`src/rtl/status_flag_unit.sv`:
```
module status_flag_unit #(
  parameter int DW = 16,
  parameter int NW = 8
) (
  input  logic          clk,
  input  logic          rst_n,
  input  logic [2:0]    op,
  input  logic [DW-1:0] opnd_a,
  input  logic [DW-1:0] opnd_b,
  input  logic [DW-1:0] result,
  input  logic          dec_mode,
  input  logic          div_ovf,
  input  logic [3:0]    set_mask,
  input  logic [3:0]    clr_mask,
  input  logic          clr_ovf,
  input  logic          clr_dlen,
  output logic          neg_flag,
  output logic          ovf_flag,
  output logic          dlen_flag,
  output logic          ilen_flag,
  output logic          br_vc,
  output logic          br_vs,
  output logic          br_pl,
  output logic          br_mi
);
  localparam int HI = DW - 1;
  localparam int LO = NW - 1;
  localparam logic [2:0] OP_ADD = 3'd1;
  localparam logic [2:0] OP_SUB = 3'd2;
  localparam logic [2:0] OP_XFR = 3'd3;
  localparam logic [2:0] OP_DIV = 3'd4;

  logic a_s, b_s, r_s, ar_ovf;
  logic neg_nx, ovf_nx, dlen_nx, ilen_nx;

  assign a_s    = dlen_flag ? opnd_a[LO] : opnd_a[HI];
  assign b_s    = (dlen_flag ? opnd_b[LO] : opnd_b[HI]) ^ (op == OP_SUB);
  assign r_s    = dlen_flag ? result[LO] : result[HI];
  assign ar_ovf = (a_s == b_s) && (r_s != a_s);

  always_comb begin
    neg_nx  = neg_flag;
    ovf_nx  = ovf_flag;
    dlen_nx = dlen_flag;
    ilen_nx = ilen_flag;
    case (op)
      OP_ADD, OP_SUB: if (!dec_mode) begin
        neg_nx = r_s;
        ovf_nx = ar_ovf;
      end
      OP_XFR:  neg_nx = r_s;
      OP_DIV:  ovf_nx = div_ovf;
      default: ;
    endcase
    if (clr_mask[0])             neg_nx  = 1'b0;
    if (clr_mask[1] || clr_ovf)  ovf_nx  = 1'b0;
    if (clr_mask[2] || clr_dlen) dlen_nx = 1'b0;
    if (clr_mask[3])             ilen_nx = 1'b0;
    if (set_mask[0]) neg_nx  = 1'b1;
    if (set_mask[1]) ovf_nx  = 1'b1;
    if (set_mask[2]) dlen_nx = 1'b1;
    if (set_mask[3]) ilen_nx = 1'b1;
  end

  always_ff @(posedge clk or negedge rst_n) begin
    if (!rst_n) begin
      neg_flag  <= 1'b0;
      ovf_flag  <= 1'b0;
      dlen_flag <= 1'b0;
      ilen_flag <= 1'b0;
    end else begin
      neg_flag  <= neg_nx;
      ovf_flag  <= ovf_nx;
      dlen_flag <= dlen_nx;
      ilen_flag <= ilen_nx;
    end
  end

  assign br_vc = ~ovf_flag;
  assign br_vs = ovf_flag;
  assign br_pl = ~neg_flag;
  assign br_mi = neg_flag;

  AST_SET_OVF: assert property (@(posedge clk) disable iff (!rst_n) set_mask[1] |=> ovf_flag);
  AST_CLR_OVF_WINS: assert property (@(posedge clk) disable iff (!rst_n) (clr_ovf && !set_mask[1]) |=> !ovf_flag);
  AST_DIV_OVF: assert property (@(posedge clk) disable iff (!rst_n) (op == OP_DIV && div_ovf && !clr_mask[1] && !clr_ovf) |=> ovf_flag);
  AST_DEC_HOLD: assert property (@(posedge clk) disable iff (!rst_n) (dec_mode && (op == OP_ADD || op == OP_SUB) && set_mask[1:0] == 2'b00 && clr_mask[1:0] == 2'b00 && !clr_ovf) |=> ($stable(neg_flag) && $stable(ovf_flag)));
  AST_ILEN_STROBE_ONLY: assert property (@(posedge clk) disable iff (!rst_n) (!set_mask[3] && !clr_mask[3]) |=> $stable(ilen_flag));
  AST_IDLE_HOLD: assert property (@(posedge clk) disable iff (!rst_n) ((op == 3'd0 || op > OP_DIV) && set_mask == 4'd0 && clr_mask == 4'd0 && !clr_ovf && !clr_dlen) |=> $stable({neg_flag, ovf_flag, dlen_flag, ilen_flag}));
endmodule

```
`config.mk`:
```
export PLATFORM = sky130hd
export DESIGN_NAME = status_flag_unit
export DESIGN_NICKNAME = d
export VERILOG_FILES = /design/src/rtl/status_flag_unit.sv
export SDC_FILE = /design/constraint.sdc
export NUM_CORES = 1
export LEC_CHECK = 0
export BUFFER_PORTS_ARGS = -buffer_cell sky130_fd_sc_hd__buf_2
export CAP_MARGIN = 0
export CORE_UTILIZATION = 23
export DETAILED_ROUTE_END_ITERATION = 10
export HOLD_SLACK_MARGIN = 0.08
export PLACE_DENSITY_LB_ADDON = 0.2
export SYNTH_ARGS = -nofsm -noshare
export SYNTH_HDL_FRONTEND = slang
export SYNTH_SLANG_ARGS = --single-unit
```
`constraint.sdc`:
```
create_clock -name clk -period 3.8 [get_ports clk]
set_clock_uncertainty 0.15 [all_clocks]
set_input_delay 0.19 -clock clk [delete_from_list [all_inputs] [get_ports clk]]
set_output_delay 0.19 -clock clk [all_outputs]
set_load 0.005 [all_outputs]
```
==> summary.md <==
| Metric | Value |
|---|---|
| Drt wl/cell | `9.03 um` |
| ANT nets after route | `0` |
| Critical path endpoint category | `flop` |
| Max_cap viols | `0` |
| Min Clock Period, post-route | `1.88 ns` |
| Number of detailed-route iterations in the first pass | `4` |
| ANT cells | `0` |
| Vias in the first global route | `339` |
| Clk_lat worst skew | `0.23 ns` |
| Pwr Total | `145 uW` |
| Crit share post-route | `around half` |
| Die area | `1480 sq um` |
| Placed insts | `76` |
| Clock Path Buffers | `2` |
| Maximum clock rate | `0.531 GHz` |
| Cell Rows | `12` |
| Dpl hpwl | `607 um` |
| Clk sinks | `4` |
| Post-layout util | `between 40% and 50%` |
| Post-CTS Setup Bufs | `0` |
| Setup TNS Final | `0 ns` |
| Core area | `roughly 1200 sq um` |
| Critical Path RT | `3.76 ns` |
| Clock buffer count from CTS | `3` |
| Final-report max-slew violation count | `0` |
| GR Overflow Total | `0` |
| DR vias/cell | `4.42` |
| Largest net degree at the start of global routing | `6` |
| First-pass GRT wire length | `1200 um` |
| Peak VDD IR | `104 uV` |
| Post-synth top area share | `32.8%` |
| Syn Inst Count | `34` |
| Residual DRC | `0` |
| CP arrival | `1.85 ns` |
| Commonest cells after routing, fill and taps aside | `30 x buf_2, 7 x dlygate4sd3_1, 5 x inv_1, 4 x dfrtp_1` |
| Hold_ws | `approximately 0.13 ns` |
| H-tree levels | `1` |
| Worst-Margin Slew | `between 0.2 and 0.25 ns` |
| Die width | `38.4 um` |
| Count of input and output buffers | `30` |
| PostCTS Resize Cnt | `0` |
| Clock Tree Root | `clkbuf_4` |
| Startpoint types | `flop` |
| Synth area leaders | `dfrtp_1 33%, mux2i_1 9.8%, inv_1 6.1%, buf_4 4.9%, or3_1 4.1%` |
| GPL Wtd Cong | `0.696` |
| Initial core utilization | `around a quarter` |
| Outcome | `completed` |
| RSZ-0062 raised after global routing | `false` |
| Multi-input logic area | `roughly 170 sq um` |
| Commonest non-fill, non-tap cell in the layout | `buf_2` |
| Library cells used by synthesis | `21` |
| Final instance area | `about 550 sq um` |
| Pwr dens | `264 nW/um^2` |
| Hold buffers post-CTS | `7` |
| Final hold violations | `0` |
| Share of cells above drive strength 1 | `50.0%` |
| Reg clk slew, reported paths | `0.04 ns` |
| Dpl cell area | `458 sq um` |
| HP Class | `input pin to flop` |
| Storage element area | `100 sq um` |
| Post-synthesis sequential area ratio | `between 30 and 40%` |
| Cell Area, Synth | `just over 300 sq um` |
| Static leakage | `roughly 0.3 nW` |
| Ys Warns | `0` |
| WS Path Type | `flop to flop` |
| DRT iter0 DRCs | `5` |
| Synth Net Count | `99` |
| Tot GR Track Use | `12.3%` |
| Nets@finish | `139` |
| Routed WL | `777 um` |
| # fillers | `126` |
| Final WS setup | `approximately 1.9 ns` |
| Setup violations, final | `0` |
| Crit-path max FO | `5` |
| Vias | `380` |
| Cell accounting for the most synthesized area | `dfrtp_1` |
| Max transition margin | `a little over four fifths` |
| Post-place setup slack | `2.06 ns` |
| CTS tree | `done` |
| Count of state elements after synthesis | `4` |
| Die height | `38.4 um` |
| Synth-to-layout area growth | `80.3%` |
| Initial antenna violation count | `0` |
| Layout Cells excl Fill | `86` |
| Total I/O pin count | `73` |
| Mean area per synthesized cell | `8.98 sq um` |
-- kinds of logic (layout without fill, tap and decap cells) --
kind of cell / count (synthesis) / in the layout / share of synthesized area [%]
AND/OR/NAND/NOR: 8 / 8 / 13.9
multiplexers: 4 / 4 / 13.5
adder cells (fa/ha/maj): 1 / 1 / 3.28
buffers and inverters: 7 / 45 / 11.1
XOR/XNOR: 1 / 1 / 2.87
AO/OA/AOI/OAI: 9 / 9 / 22.5
flip-flops: 4 / 4 / 32.8
-- layer usage --
metal	wire length (um)	GRT usage, %	vias up
met1	343	13.6	162
met2	379	19.1	21
li1	-	-	197
met4	0	12.9	0
met3	54	1.74	0
met5	0	0	-
-- flip-flops by register name, indices dropped and copies added, names as in the netlist --
name       flops
ilen_flag      1
br_mi          1
br_vs          1
dlen_flag      1
-- report_power, final --
group | leakage (nW) | switching, mW | internal [mW]
registers | 0.0443 | 0.00290 | 0.0459
clock network | 0.0138 | 0.0182 | 0.0354
logic | 0.241 | 0.0161 | 0.0268
-- synth_stat cells --
library cell / n
o21bai_1: 1
a31oi_1: 1
nor3b_1: 1
inv_1: 5
mux2i_1: 3
a311o_2: 1
o21ai_0: 1
xor2_1: 1
nand3_1: 1
or3_1: 2
dfrtp_1: 4
nor2_1: 3
a311oi_1: 1
a21o_2: 1
mux2_2: 1
a2bb2oi_1: 1
a21oi_1: 1
nor2b_1: 1
buf_4: 2
maj3_1: 1
a21o_1: 1
-- final cells by class --
type,count,share of cell area [%]
tap,14,3.18
clock buffer,3,4.09
inverter,5,3.41
sequential,4,18.2
multi-input combinational,23,31.1
timing repair buffer,37,40.0
-- final timing paths --
path | startpoint | endpoint | slack, ns | cells after the start
setup / recovery | dlen_flag | br_mi | 1.92 | 4
hold / removal | clr_mask[2] | dlen_flag | 0.13 | 3
setup reg to reg | dlen_flag | br_mi | 1.92 | 4
hold reg to reg | br_vs | br_vs | 0.41 | 1
max in group asynchronous | rst_n | dlen_flag | 3.24 | 2
min in group asynchronous | rst_n | br_vs | 0.14 | 2
-- worst max-delay path, cell delays in order, from the launching register on --
cell           delay, ns
dfrtp_1             0.43
mux2_2              0.39
a31oi_1             0.17
o21bai_1            0.07
dlygate4sd3_1       0.55
(Power assumes the default switching activity.)
